[src/rtl/ibe_pkg.sv]
package ibe_pkg;
    localparam int unsigned WORD_BYTES = 8;
    localparam int unsigned WORD_W     = WORD_BYTES * 8;
    localparam int unsigned OFF_W      = $clog2(WORD_BYTES);
    localparam int unsigned CNT_W      = OFF_W + 1;

    localparam int unsigned IDX_LOG    = 'h12;
    localparam int unsigned IDX_ERR    = 'h13;
    localparam int unsigned IDX_RXSTAT = 'h18;
    localparam int unsigned IDX_BASE   = 'h40;
    localparam int unsigned IDX_CMD    = 'h41;
    localparam int unsigned IDX_DATA   = 'h42;
    localparam int unsigned IDX_STATUS = 'h43;

    localparam int unsigned CMD_RD_BIT = 63;
    localparam int unsigned SIZE_HI    = 58;
    localparam int unsigned SIZE_LO    = 52;
    localparam int unsigned SIZE_W     = SIZE_HI - SIZE_LO + 1;

    typedef enum logic [2:0] {
        RSEL_NONE,
        RSEL_QUIET,
        RSEL_CMD,
        RSEL_DATA,
        RSEL_STATUS
    } rsel_e;

    typedef struct packed {
        logic [WORD_W-1:0] cmd;
        logic [WORD_W-1:0] data;
        logic              busy;
        logic              is_wr;
    } ibe_state_t;
endpackage

[src/rtl/ibe_reg_decode.sv]
module ibe_reg_decode
    import ibe_pkg::*;
#(
    parameter int unsigned RA_W = 12
) (
    input  logic [RA_W-1:0] addr,
    output rsel_e           rsel
);
    localparam int unsigned IX_W = RA_W - 3;

    logic [IX_W-1:0] idx;
    logic            aligned;

    assign idx     = addr[RA_W-1:3];
    assign aligned = (addr[2:0] == 3'd0);

    always_comb begin
        rsel = RSEL_NONE;
        if (aligned) begin
            if (idx == IX_W'(IDX_CMD)) begin
                rsel = RSEL_CMD;
            end else if (idx == IX_W'(IDX_DATA)) begin
                rsel = RSEL_DATA;
            end else if (idx == IX_W'(IDX_STATUS)) begin
                rsel = RSEL_STATUS;
            end else if (idx == IX_W'(IDX_BASE) || idx == IX_W'(IDX_LOG) ||
                         idx == IX_W'(IDX_ERR)  || idx == IX_W'(IDX_RXSTAT)) begin
                rsel = RSEL_QUIET;
            end
        end
    end
endmodule

[src/rtl/ibe_lane_calc.sv]
module ibe_lane_calc
    import ibe_pkg::*;
#(
    parameter int unsigned NB = WORD_BYTES,
    parameter int unsigned SZ_W = SIZE_W
) (
    input  logic [SZ_W-1:0]         size_raw,
    input  logic [$clog2(NB)-1:0]   offs,
    output logic [$clog2(NB):0]     size_eff,
    output logic [NB-1:0]           be
);
    localparam int unsigned CW = $clog2(NB) + 1;
    localparam int unsigned SW = CW + 1;

    logic [SW-1:0] lim;

    always_comb begin
        if (size_raw == '0 || size_raw > SZ_W'(NB)) begin
            size_eff = CW'(NB);
        end else begin
            size_eff = size_raw[CW-1:0];
        end
    end

    assign lim = SW'(offs) + SW'(size_eff);

    for (genvar i = 0; i < NB; i++) begin : g_be
        assign be[i] = (SW'(i) >= SW'(offs)) && (SW'(i) < lim);
    end
endmodule

[src/rtl/ibe_lane_swap.sv]
module ibe_lane_swap #(
    parameter int unsigned NB = 8
) (
    input  logic [NB*8-1:0] din,
    input  logic [NB-1:0]   keep,
    output logic [NB*8-1:0] dout
);
    for (genvar o = 0; o < NB; o++) begin : g_lane
        assign dout[(NB-1-o)*8 +: 8] = keep[o] ? din[o*8 +: 8] : 8'h00;
    end
endmodule

[src/rtl/ind_bus_engine.sv]
module ind_bus_engine
    import ibe_pkg::*;
#(
    parameter int unsigned RA_W = 12,
    parameter int unsigned TA_W = 32
) (
    input  logic              clk,
    input  logic              rst_n,
    input  logic              reg_valid,
    input  logic              reg_write,
    input  logic [RA_W-1:0]   reg_addr,
    input  logic [WORD_W-1:0] reg_wdata,
    output logic [WORD_W-1:0] reg_rdata,
    output logic              dn_req,
    output logic              dn_we,
    output logic [TA_W-1:0]   dn_addr,
    output logic [CNT_W-1:0]  dn_size,
    output logic [WORD_BYTES-1:0] dn_be,
    output logic [WORD_W-1:0] dn_wdata,
    input  logic              dn_ack,
    input  logic [WORD_W-1:0] dn_rdata
);
    ibe_state_t st_d, st_q;
    rsel_e      rsel;
    logic [WORD_W-1:0] rd_lanes;
    logic       wr_en;

    ibe_reg_decode #(.RA_W(RA_W)) u_dec (
        .addr (reg_addr),
        .rsel (rsel)
    );

    ibe_lane_calc #(.NB(WORD_BYTES), .SZ_W(SIZE_W)) u_lanes (
        .size_raw (st_q.cmd[SIZE_HI:SIZE_LO]),
        .offs     (st_q.cmd[OFF_W-1:0]),
        .size_eff (dn_size),
        .be       (dn_be)
    );

    ibe_lane_swap #(.NB(WORD_BYTES)) u_rd_swap (
        .din  (dn_rdata),
        .keep (dn_be),
        .dout (rd_lanes)
    );

    ibe_lane_swap #(.NB(WORD_BYTES)) u_wr_swap (
        .din  (st_q.data),
        .keep ({WORD_BYTES{1'b1}}),
        .dout (dn_wdata)
    );

    assign wr_en = reg_valid && reg_write;

    always_comb begin
        st_d = st_q;
        if (st_q.busy && dn_ack) begin
            st_d.busy = 1'b0;
            if (!st_q.is_wr) begin
                st_d.data = rd_lanes;
            end
        end
        if (wr_en && !st_q.busy) begin
            case (rsel)
                RSEL_CMD: begin
                    st_d.cmd = reg_wdata;
                    if (reg_wdata[CMD_RD_BIT]) begin
                        st_d.busy  = 1'b1;
                        st_d.is_wr = 1'b0;
                    end
                end
                RSEL_DATA: begin
                    st_d.data = reg_wdata;
                    if (!st_q.cmd[CMD_RD_BIT]) begin
                        st_d.busy  = 1'b1;
                        st_d.is_wr = 1'b1;
                    end
                end
                default: ;
            endcase
        end
    end

    always_ff @(posedge clk or negedge rst_n) begin
        if (!rst_n) begin
            st_q <= '{cmd: '0, data: '0, busy: 1'b0, is_wr: 1'b0};
        end else begin
            st_q <= st_d;
        end
    end

    always_comb begin
        reg_rdata = '0;
        if (reg_valid && !reg_write) begin
            case (rsel)
                RSEL_CMD:    reg_rdata = st_q.cmd;
                RSEL_DATA:   reg_rdata = st_q.data;
                RSEL_STATUS: reg_rdata = {!st_q.busy, {(WORD_W-1){1'b0}}};
                default:     reg_rdata = '0;
            endcase
        end
    end

    assign dn_req  = st_q.busy;
    assign dn_we   = st_q.is_wr;
    assign dn_addr = st_q.cmd[TA_W-1:0];
endmodule

[config.mk]
export PLATFORM = sky130hd
export DESIGN_NAME = ind_bus_engine
export DESIGN_NICKNAME = d
export VERILOG_FILES = /design/src/rtl/ibe_pkg.sv /design/src/rtl/ibe_reg_decode.sv /design/src/rtl/ibe_lane_calc.sv /design/src/rtl/ibe_lane_swap.sv /design/src/rtl/ind_bus_engine.sv
export SDC_FILE = /design/constraint.sdc
export NUM_CORES = 1
export LEC_CHECK = 0
export CORE_ASPECT_RATIO = 1.5
export CORE_MARGIN = 10
export CORE_UTILIZATION = 43
export CTS_CLUSTER_DIAMETER = 100
export DETAILED_ROUTE_END_ITERATION = 8
export PLACE_DENSITY = 0.82
export SYNTH_ARGS = -nofsm -noshare
export SYNTH_HDL_FRONTEND = slang
export SYNTH_SLANG_ARGS = --single-unit
[constraint.sdc]
create_clock -name clk -period 4.9 [get_ports clk]
set_input_delay 1.225 -clock clk [delete_from_list [all_inputs] [get_ports clk]]
set_output_delay 1.225 -clock clk [all_outputs]
set_load 0.01 [all_outputs]
==> results.cfg, run 1 <==
[logic_synthesis]
synth_top_area_frac = 0.452
synth-async-reset-ratio = 1.00
yosys.area.top_type = dfrtp_1
yosys_most_used_dff = dfrtp_1
ys_ff_latch = 130
yosys_warnings = 0
synth.area.top_cells = dfrtp_1, buf_4, mux2_2
syn_area_um2 = 7200
yosysSeqAreaShare = 0.452
ys_types = 49
syn_nets = 814
synth_area_per_cell_um2 = 10.8
netlist_instances = 665
synth-edff-count = 0

[die]
dieArea_um2 = 22400
die_h_um = 179
core_area_um2 = 16300
num_rows = 57
io_pins = 319
start_util = 0.441
die_w_um = 126

[cells_and_area]
num-fill-cells = 1242
area_growth_pct = 51.0
layout-drive-gt1-share = 0.165
seq_area_um2 = 3250
final_area_um2 = 10900
nNetsFinal = 1042
multi_input_area_um2 = 3070
antenna_cells = 0

[drt]
drc = 0
routedWlPerCell_um = 24.4
vias = 6412
drtIter0Drc = 519
postRouteAntennaNets = 0
first_pass_iters = 5
vias_per_cell = 5.77
routed_wl_mm = 27.1

[timing]
finalSetupViolations = 0
finalHoldViolations = 0
fin_crit_sh = 0.985
worst_pin_slew_ns = 1.16
post-route-min-period_ns = 4.83
fin_skew_ns = 0.0142
relSlewSlack = 0.227
finalWorstSetupSlack_ns = 0.0722
final_max_slew_viol_count = 0
max_freq_ghz = 0.207

[place]
hpwlAfterDp_mm = 20.0
dpl_worst_slack_ns = 0.0478
routabilityCongestion = 0.885
io_buffers = 318
dpl_cell_area_um2 = 10000

[power]
clkPwrFrac = 0.461
p_int_mw = 2.18
seqPwrFrac = 0.411
total_switching_power_mw = 0.655
p_leak_nw = 5.67
max-vdd-ir-drop_mv = 0.207
design_power_total_mw = 2.84
sw_frac_of_total = 0.231
power_frac_comb = 0.128
powerDensity_nw_per_um2 = 261

[setup_path]
cp.required_ns = 3.67
critPathCapture = reg_rdata[32]
critPathLaunch = reg_addr[2]
start_kind = input port
critPathCaptureType = output pin
worstPathArrival_ns = 3.60
timing.setup.critical_path_class = input port to output pin
timing.rr.end = st_q[19]
critPathMaxFanout = 17
reg2reg_slack_ns = 1.81
ff2ff_path_depth = 9
timing.rr.start = st_q[122]

[clocking]
postCtsHoldBufs = 0
cts-root-buf = clkbuf_16
cts_max_path_buffers = 2
cts_sinks = 130
clk_pin_slew_ns = 0.06
cts_tree = yes
htreeDepth = 4
clk_latency_ns = 0.41
cts_buffers = 17

[worst_hold_path]
min_path_cells = 1
hp-class = flop to flop

[status]
outcome = finished, final reports clean

[global_routing]
grt_max_degree = 58
grt_overflow = 0
grt_use_total = 0.227
grt_pass1_wl_mm = 40.4
antenna_found_initial = 0
grt_pass1_vias = 6756

[flow_run]
maxCapViolCount = 0
[repair_timing]
| action | 4_1_cts | 5_1_grt |
|---|---|---|
| pin swaps | 0 | 6 |
| resized for setup | 1 | 55 |
| endpoints found under the setup margin | 1 | 65 |
| setup buffers | 0 | 6 |
| endpoints found under the hold margin | 0 | 0 |
| gates cloned | 0 | 2 |
[Yosys cell counts, types with 8 or more instances]
cell / count
nor2_1: 48
buf_4: 96
a22o_1: 63
a221o_1: 32
mux2_2: 63
and3_1: 34
nand3_1: 17
a221oi_1: 8
a21oi_1: 46
clkbuf_1: 24
dfrtp_1: 130
buf_2: 19
and2_1: 10
[worst min path at each step]
stage / startpoint / end / slack (ns)
6_report: st_q[100] / st_q[100] / 0.51
5_1_grt: st_q[110] / st_q[110] / 0.53
4_1_cts: st_q[100] / st_q[100] / 0.51
3_5_place_dp: st_q[108] / st_q[108] / 0.50
3_3_place_gp: st_q[116] / st_q[116] / 0.49
2_1_floorplan: st_q[100] / st_q[100] / 0.48
[worst max-delay path, stage by stage]
cell	delay, ns
clkdlybuf4s50_1	0.42
nor4_2	0.33
and3_1	0.23
nand3b_1	0.21
nor2_4	0.21
buf_12	0.14
clkbuf_16	0.18
a22o_1	0.13
clkdlybuf4s50_1	0.53
[power groups by stage]
stage          Combinational (mW)  Clock (mW)  Sequential [mW]
3_5_place_dp                0.363           0             1.19
6_report                    0.364        1.31             1.17
2_1_floorplan               0.165           0             1.17
3_3_place_gp                0.356           0             1.18
5_1_grt                     0.389        1.38             1.17
4_1_cts                     0.366        1.33             1.17
[cells by family after synthesis]
logic type                 synth area share
adders and majority gates           0.00799
AOI/OAI and AO/OA                     0.204
muxes                                 0.101
xor gates and xnor gates            0.00122
DFF                                   0.452
buffers and inverters                 0.130
and+or+nand+nor                       0.103
[cells in the final DEF (no fill, tap or decap), drive strengths merged, types with 6 or more instances in the layout]
| cell | netlist | final |
|---|---|---|
| and3 | 34 | 34 |
| and2 | 10 | 10 |
| a211oi | 6 | 6 |
| dfrtp | 130 | 130 |
| clkdlybuf4s50 | 0 | 265 |
| buf | 119 | 33 |
| mux2 | 63 | 63 |
| nand3 | 17 | 17 |
| inv | 5 | 8 |
| a21oi | 46 | 46 |
| nor2 | 48 | 48 |
| dlymetal6s2s | 0 | 52 |
| a221o | 32 | 32 |
| a221oi | 10 | 10 |
| clkbuf | 24 | 22 |
| a22o | 63 | 63 |
[sequential cells by signal, indices dropped and copies added, names as in the netlist]
register and cells:
dn_addr 32, dn_req 1, dn_we 1, st_q 96
[cell type report]
class,instances,share of cell area
clock buffer,20,0.0420
clock inverter,11,0.0140
inverter,5,0.00173
multi-input combinational,387,0.282
sequential,130,0.299
tap,206,0.0237
timing repair buffer,352,0.337
[per-stage QoR]
stage	hold WS (ns)	TNS, ns	instances	util
2_1_floorplan	0.481	0	665	-
3_3_place_gp	0.490	0	1072	0.612
3_5_place_dp	0.500	0	1072	0.612
4_1_cts	0.513	0	1103	0.650
5_1_grt	0.532	-0.00270	1111	0.666
6_report	0.509	0	1111	0.666
[layer usage]
layer,vias to the layer above,part of all wire,track usage
li1,2850,-,-
met1,3210,0.36,0.242
met2,295,0.53,0.402
met3,57,0.079,0.0775
met4,0,0.034,0.0900
met5,-,0,0
Note: power is estimated with default switching activity, not from simulation.
==> run 2, diff against run 1 <==
Settings changed: TNS_END_PERCENT from default to 50.
==> results of run 2 <==
No change in the layout: final DEF, timing and power equal those of run 1.
